**config.mk**
```make
export PLATFORM = sky130hd
export DESIGN_NAME = rg_residue_gen
export DESIGN_NICKNAME = d
export VERILOG_FILES = /design/src/rtl/rg_pkg.sv /design/src/rtl/rg_group_map.sv /design/src/rtl/rg_csa_eac.sv /design/src/rtl/rg_csa_chain.sv /design/src/rtl/rg_mod_adder.sv /design/src/rtl/rg_residue_gen.sv
export SDC_FILE = /design/constraint.sdc
export NUM_CORES = 1
export LEC_CHECK = 0
export BUFFER_PORTS_ARGS = -buffer_cell sky130_fd_sc_hd__buf_2
export CAP_MARGIN = 20
export CORE_AREA = 3 3 40 42
export DETAILED_ROUTE_END_ITERATION = 8
export DIE_AREA = 0 0 43 45
export GPL_TIMING_DRIVEN = 0
export HOLD_SLACK_MARGIN = 0.08
export SYNTH_ARGS = -nofsm -noshare
export SYNTH_HDL_FRONTEND = slang
export SYNTH_SLANG_ARGS = --single-unit
```
**constraint.sdc**
```tcl
create_clock -name clk -period 8.4 [get_ports clk]
set_clock_uncertainty 0.2 [all_clocks]
set_input_delay 0.84 -clock clk [delete_from_list [all_inputs] [get_ports clk]]
set_output_delay 0.84 -clock clk [all_outputs]
set_load 0.05 [all_outputs]
```
**src/rtl/rg_pkg.sv**
```systemverilog
package rg_pkg;

  // Number of N-bit slices covering a K-bit word.
  function automatic int rg_groups(input int k, input int n);
    return (k + n - 1) / n;
  endfunction

  // Correction constant, already reduced modulo 2^n+1.
  // dim = 0: weighted output, dim = 1: diminished-1 output.
  // A return value of 2^n means the correction stage is bypassed.
  function automatic int rg_corr(input int k, input int n, input int dim);
    int q;
    int modv;
    int acc;
    int real_bits;
    q    = (k + n - 1) / n;
    modv = (1 << n) + 1;
    acc  = 0;
    for (int i = 0; i < q; i++) begin
      if ((i % 2) == 1) begin
        acc += 2;
        real_bits = k - i * n;
        if (real_bits < n) acc += (1 << n) - (1 << real_bits);
      end
    end
    // The chain adds one per stage; the final adder adds one.
    acc = acc - q - dim;
    acc = acc % modv;
    if (acc < 0) acc += modv;
    return acc;
  endfunction

endpackage

```
**src/rtl/rg_group_map.sv**
```systemverilog
module rg_group_map #(
  parameter int K = 10,
  parameter int N = 3,
  parameter int Q = 4
) (
  input  logic [K-1:0]   din,
  output logic [Q*N-1:0] ops_flat
);
  localparam int PADW = Q * N;

  logic [PADW-1:0] din_ext;
  assign din_ext = PADW'(din);

  for (genvar gi = 0; gi < Q; gi++) begin : g_slice
    localparam int LOW  = gi * N;
    localparam int REAL = ((K - LOW) < N) ? (K - LOW) : N;
    localparam logic [N-1:0] REAL_MASK = N'((64'd1 << REAL) - 64'd1);
    if ((gi % 2) == 1) begin : g_inv
      // Only real bits are inverted; padded bits stay zero.
      assign ops_flat[LOW +: N] = ~din_ext[LOW +: N] & REAL_MASK;
    end else begin : g_keep
      assign ops_flat[LOW +: N] = din_ext[LOW +: N];
    end
  end
endmodule

```
**src/rtl/rg_csa_eac.sv**
```systemverilog
module rg_csa_eac #(
  parameter int N = 3
) (
  input  logic [N-1:0] a,
  input  logic [N-1:0] b,
  input  logic [N-1:0] c,
  output logic [N-1:0] s,
  output logic [N-1:0] t
);
  logic [N-1:0] maj;

  assign s   = a ^ b ^ c;
  assign maj = (a & b) | (a & c) | (b & c);
  // The top carry wraps round inverted into bit 0.
  assign t   = {maj[N-2:0], ~maj[N-1]};
endmodule

```
**src/rtl/rg_csa_chain.sv**
```systemverilog
module rg_csa_chain #(
  parameter int N = 3,
  parameter int Q = 4
) (
  input  logic [Q*N-1:0] ops_flat,
  output logic [N-1:0]   x,
  output logic [N-1:0]   y
);
  logic [N-1:0] sv [0:Q-2];
  logic [N-1:0] tv [0:Q-2];

  assign sv[0] = ops_flat[0 +: N];
  assign tv[0] = ops_flat[N +: N];

  for (genvar j = 0; j < Q - 2; j++) begin : g_stage
    rg_csa_eac #(.N(N)) u_stage (
      .a (sv[j]),
      .b (tv[j]),
      .c (ops_flat[(j+2)*N +: N]),
      .s (sv[j+1]),
      .t (tv[j+1])
    );
  end

  assign x = sv[Q-2];
  assign y = tv[Q-2];
endmodule

```
**src/rtl/rg_mod_adder.sv**
```systemverilog
module rg_mod_adder #(
  parameter int N = 3
) (
  input  logic [N-1:0] x,
  input  logic [N-1:0] y,
  output logic [N:0]   res
);
  logic [N:0]   raw;
  logic [N-1:0] low;
  logic         top;

  assign raw = {1'b0, x} + {1'b0, y};
  // Inverted carry added back at the bottom: result is x+y+1 mod 2^N+1.
  assign low = raw[N-1:0] + {{(N-1){1'b0}}, ~raw[N]};
  // x and y bitwise complementary: all propagate, no generate.
  assign top = (&(x ^ y)) & ~raw[N];
  assign res = {top, low};
endmodule

```
**src/rtl/rg_residue_gen.sv**
```systemverilog
module rg_residue_gen #(
  parameter int K = 10,
  parameter int N = 3
) (
  input  logic         clk,
  input  logic         rst,
  input  logic [K-1:0] din,
  input  logic         dim_mode,
  output logic [N:0]   res_q
);
  import rg_pkg::*;

  localparam int Q  = rg_groups(K, N);
  localparam int CW = rg_corr(K, N, 0);
  localparam int CD = rg_corr(K, N, 1);
  localparam logic [N-1:0] CW_BITS = N'(CW);
  localparam logic [N-1:0] CD_BITS = N'(CD);
  localparam bit SKIP_W = (CW == (1 << N));
  localparam bit SKIP_D = (CD == (1 << N));

  logic [Q*N-1:0] ops_flat;
  logic [N-1:0]   x0, y0, x1, y1, xf, yf, corr;
  logic           skip;
  logic [N:0]     res_d;

  rg_group_map #(.K(K), .N(N), .Q(Q)) u_map (
    .din      (din),
    .ops_flat (ops_flat)
  );

  rg_csa_chain #(.N(N), .Q(Q)) u_chain (
    .ops_flat (ops_flat),
    .x        (x0),
    .y        (y0)
  );

  assign corr = dim_mode ? CD_BITS : CW_BITS;
  assign skip = dim_mode ? SKIP_D  : SKIP_W;

  rg_csa_eac #(.N(N)) u_corr_stage (
    .a (x0),
    .b (y0),
    .c (corr),
    .s (x1),
    .t (y1)
  );

  assign xf = skip ? x0 : x1;
  assign yf = skip ? y0 : y1;

  rg_mod_adder #(.N(N)) u_final (
    .x   (xf),
    .y   (yf),
    .res (res_d)
  );

  always_ff @(posedge clk) begin
    if (rst) res_q <= '0;
    else     res_q <= res_d;
  end
endmodule

```
==> run_results.csv <==
group,metric,value,unit
clock_network,root_buffer,"clkbuf_4",
global_routing,grtUsageTotal,0.09992,
worst_setup_path,end_kind,"register",
cells_and_area,final_nets,95,
sta,relSlewSlack,0.8360,
min_path,holdPathStages,2,
min_path,hold_end,"res_q[0]",
synthesis,yosysUniqueCellTypes,12,
global_routing,grt_first_pass_wirelength,1373,um
worst_setup_path,crit_type,"in -> reg",
synthesis,syn_nets,74,
synthesis,syn-cell-area,465.4,um^2
sta,rsz0062_at_grt,"no",
placed_design,dpl_worst_slack,4.256,ns
worst_setup_path,max_stage_delay,0.54,ns
global_routing,grt_antenna_before_repair,0,
sta,fin_tns_setup,0,ns
synthesis,yosysSeqAreaShare,0.1720,
floorplanning,die_y,45,um
min_path,hp-start,"rst",
drt,firstDrtPassIters,2,
drt,dr.first_iter.drc_count,3,
sta,report.final.hold_viol_count,0,
clock_network,cts_buffers,3,
cells_and_area,drive_gt1_frac,0.3077,
cells_and_area,antenna_cells,0,
clock_network,htreeDepth,1,
synthesis,ys_warn_count,0,
drt,remaining_drc_errors,0,
cells_and_area,top_register,"res_q",
synthesis,syn_inst,46,
drt,wl_per_cell,9.250,um
drt,via_per_inst,4.200,
sta,setup_ws,4.507,ns
worst_setup_path,crit_required,8.32,ns
clock_network,hold_buffers,0,
sta,tightest_slew,0.2477,ns
worst_setup_path,path_cells,"buf_2 -> inv_1 -> fa_1 -> inv_1 -> fa_1 -> fa_1 -> ha_1 -> inv_1 -> fa_1 -> inv_1 -> ha_1 -> xor3_1 -> nor2_1",
drt,vias,336,
drt,detail-route-antenna-nets,0,
sta,fin_crit,3.893,ns
floorplanning,rows,13,
floorplanning,start_util,0.3622,
power_and_ir_drop,leakage,0.3525,nW
power_and_ir_drop,power_density,285.6,nW/um^2
placed_design,port_buffers,16,
sta,maxSlewViolCount,0,
clock_network,cts_tree,"done",
power_and_ir_drop,peakVddDrop,0.0001553,V
global_routing,grt_max_degree,5,
job,drv_cap,0,
worst_setup_path,critPathLaunchType,"input port",
cells_and_area,num-fill-cells,138,
sta,max_freq,256.9,MHz
worst_setup_path,path_max_fanout,3,
synthesis,avgSynthCellArea,10.12,um^2
status,status,"complete, no violations",
floorplanning,ioPinCount,17,
worst_setup_path,crit_path_top_delay_cell,"fa_1",
synthesis,ys_seq_elements,4,
floorplanning,core,1285,um^2
clock_network,cts_buffer_depth,2,
cells_and_area,largest_reg_flops,4,
cells_and_area,largest_registers,"res_q: 4 flops",
floorplanning,dieArea,1935,um^2
floorplanning,die_x,43,um
placed_design,globalplace.congestion,0.6921,
sta,period_share,0.4634,
global_routing,grt_pass1_vias,356,
cells_and_area,syn_to_final_growth,26.08,%
clock_network,cts_resized,0,
sta,setup_viol,0,
worst_setup_path,cp.arrival,3.82,ns
placed_design,dpl.hpwl,638.8,um
drt,routed_wl,740,um
min_path,holdCritPathClass,"in -> reg",
clock_network,post-cts-setup-buffers,0,
clock_network,clk_pin_slew_worst_paths,0.04,ns
clock_network,numClockSinks,4,
sta,hold_ws,0.6158,ns
global_routing,grt-ovfl-total,0,
[worst max path at each step]
stage / slack [ns] / end / cells after the start / startpoint
CTS: 4.49 / res_q[2] / 13 / din[0]
finish: 4.51 / res_q[2] / 13 / din[0]
floorplan: 4.50 / res_q[2] / 12 / din[0]
detailed placement: 4.26 / res_q[2] / 13 / din[0]
global route: 4.37 / res_q[2] / 13 / din[0]
global placement: 4.29 / res_q[2] / 13 / din[0]
[routing by layer]
layer	part of all wire	track usage	vias up	wire length, um
li1	-	-	172	-
met1	0.38	0.1086	153	283
met2	0.54	0.1617	11	397
met3	0.081	0.05976	0	60
met4	0	0.03614	0	0
met5	0	0	-	0
[cell usage after synthesis]
| library cell | number | area (um^2) |
|---|---|---|
| a21o_1 | 1 | 7.510 |
| a21oi_1 | 1 | 5.000 |
| dfxtp_1 | 4 | 80.08 |
| fa_1 | 7 | 140.1 |
| ha_1 | 8 | 100.1 |
| inv_1 | 18 | 67.56 |
| nand2_1 | 1 | 3.750 |
| nor2_1 | 1 | 3.750 |
| nor2b_1 | 2 | 12.51 |
| nor4_2 | 1 | 12.51 |
| or3b_1 | 1 | 8.760 |
| xor3_1 | 1 | 23.77 |
[power by group]
group | total [W] | leakage [nW] | switching, W | internal, W
Clock | 0.0000237 | 0.0138 | 0.00000770 | 0.0000160
Combinational | 0.000117 | 0.306 | 0.0000634 | 0.0000531
Sequential | 0.0000274 | 0.0331 | 0.00000126 | 0.0000262
[cell families after synthesis]
kind of cell / synth area share
AOI/OAI and AO/OA: 0.02688
xor gates and xnor gates: 0.05107
adders and majority gates: 0.5161
buffers and inverters: 0.1452
DFF: 0.1720
and+or+nand+nor: 0.08869
[per-stage QoR]
stage / total power (W) / cells / util / cell area [um^2]
after floorplan: 0.0001214 / 46 / - / 465.4
after global placement: 0.0001444 / 77 / 0.4391 / 564.3
after detailed placement: 0.0001452 / 77 / 0.4391 / 564.3
after CTS: 0.0001715 / 80 / 0.4567 / 586.8
after global routing: 0.0001895 / 80 / 0.4567 / 586.8
final: 0.0001676 / 80 / 0.4567 / 586.8
[layout make-up]
class / instances / area [um^2] / share of cell area
clock buffer: 3 / 22.52 / 0.03838
inverter: 18 / 67.56 / 0.1151
multi-input combinational: 24 / 317.8 / 0.5416
sequential: 4 / 80.08 / 0.1365
tap: 15 / 18.77 / 0.03198
timing repair buffer: 16 / 80.08 / 0.1365
[cell usage in the layout (no fill, tap or decap)]
cell      Yosys  layout
clkbuf_4      0       3
fa_1          7       7
xor3_1        1       1
nand2_1       1       1
inv_1        18      18
nor2b_1       2       2
a21oi_1       1       1
dfxtp_1       4       4
nor4_2        1       1
ha_1          8       8
or3b_1        1       1
nor2_1        1       1
buf_2         0      16
a21o_1        1       1
[critical path, delay by kind of cell]
family                   cells  cell delay [ns]
buffers and inverters        5             0.29
XOR/XNOR                     1             0.18
AND/OR/NAND/NOR              1             0.04
adder cells (fa/ha/maj)      6             2.46
Power figures use the tool's default switching activity.
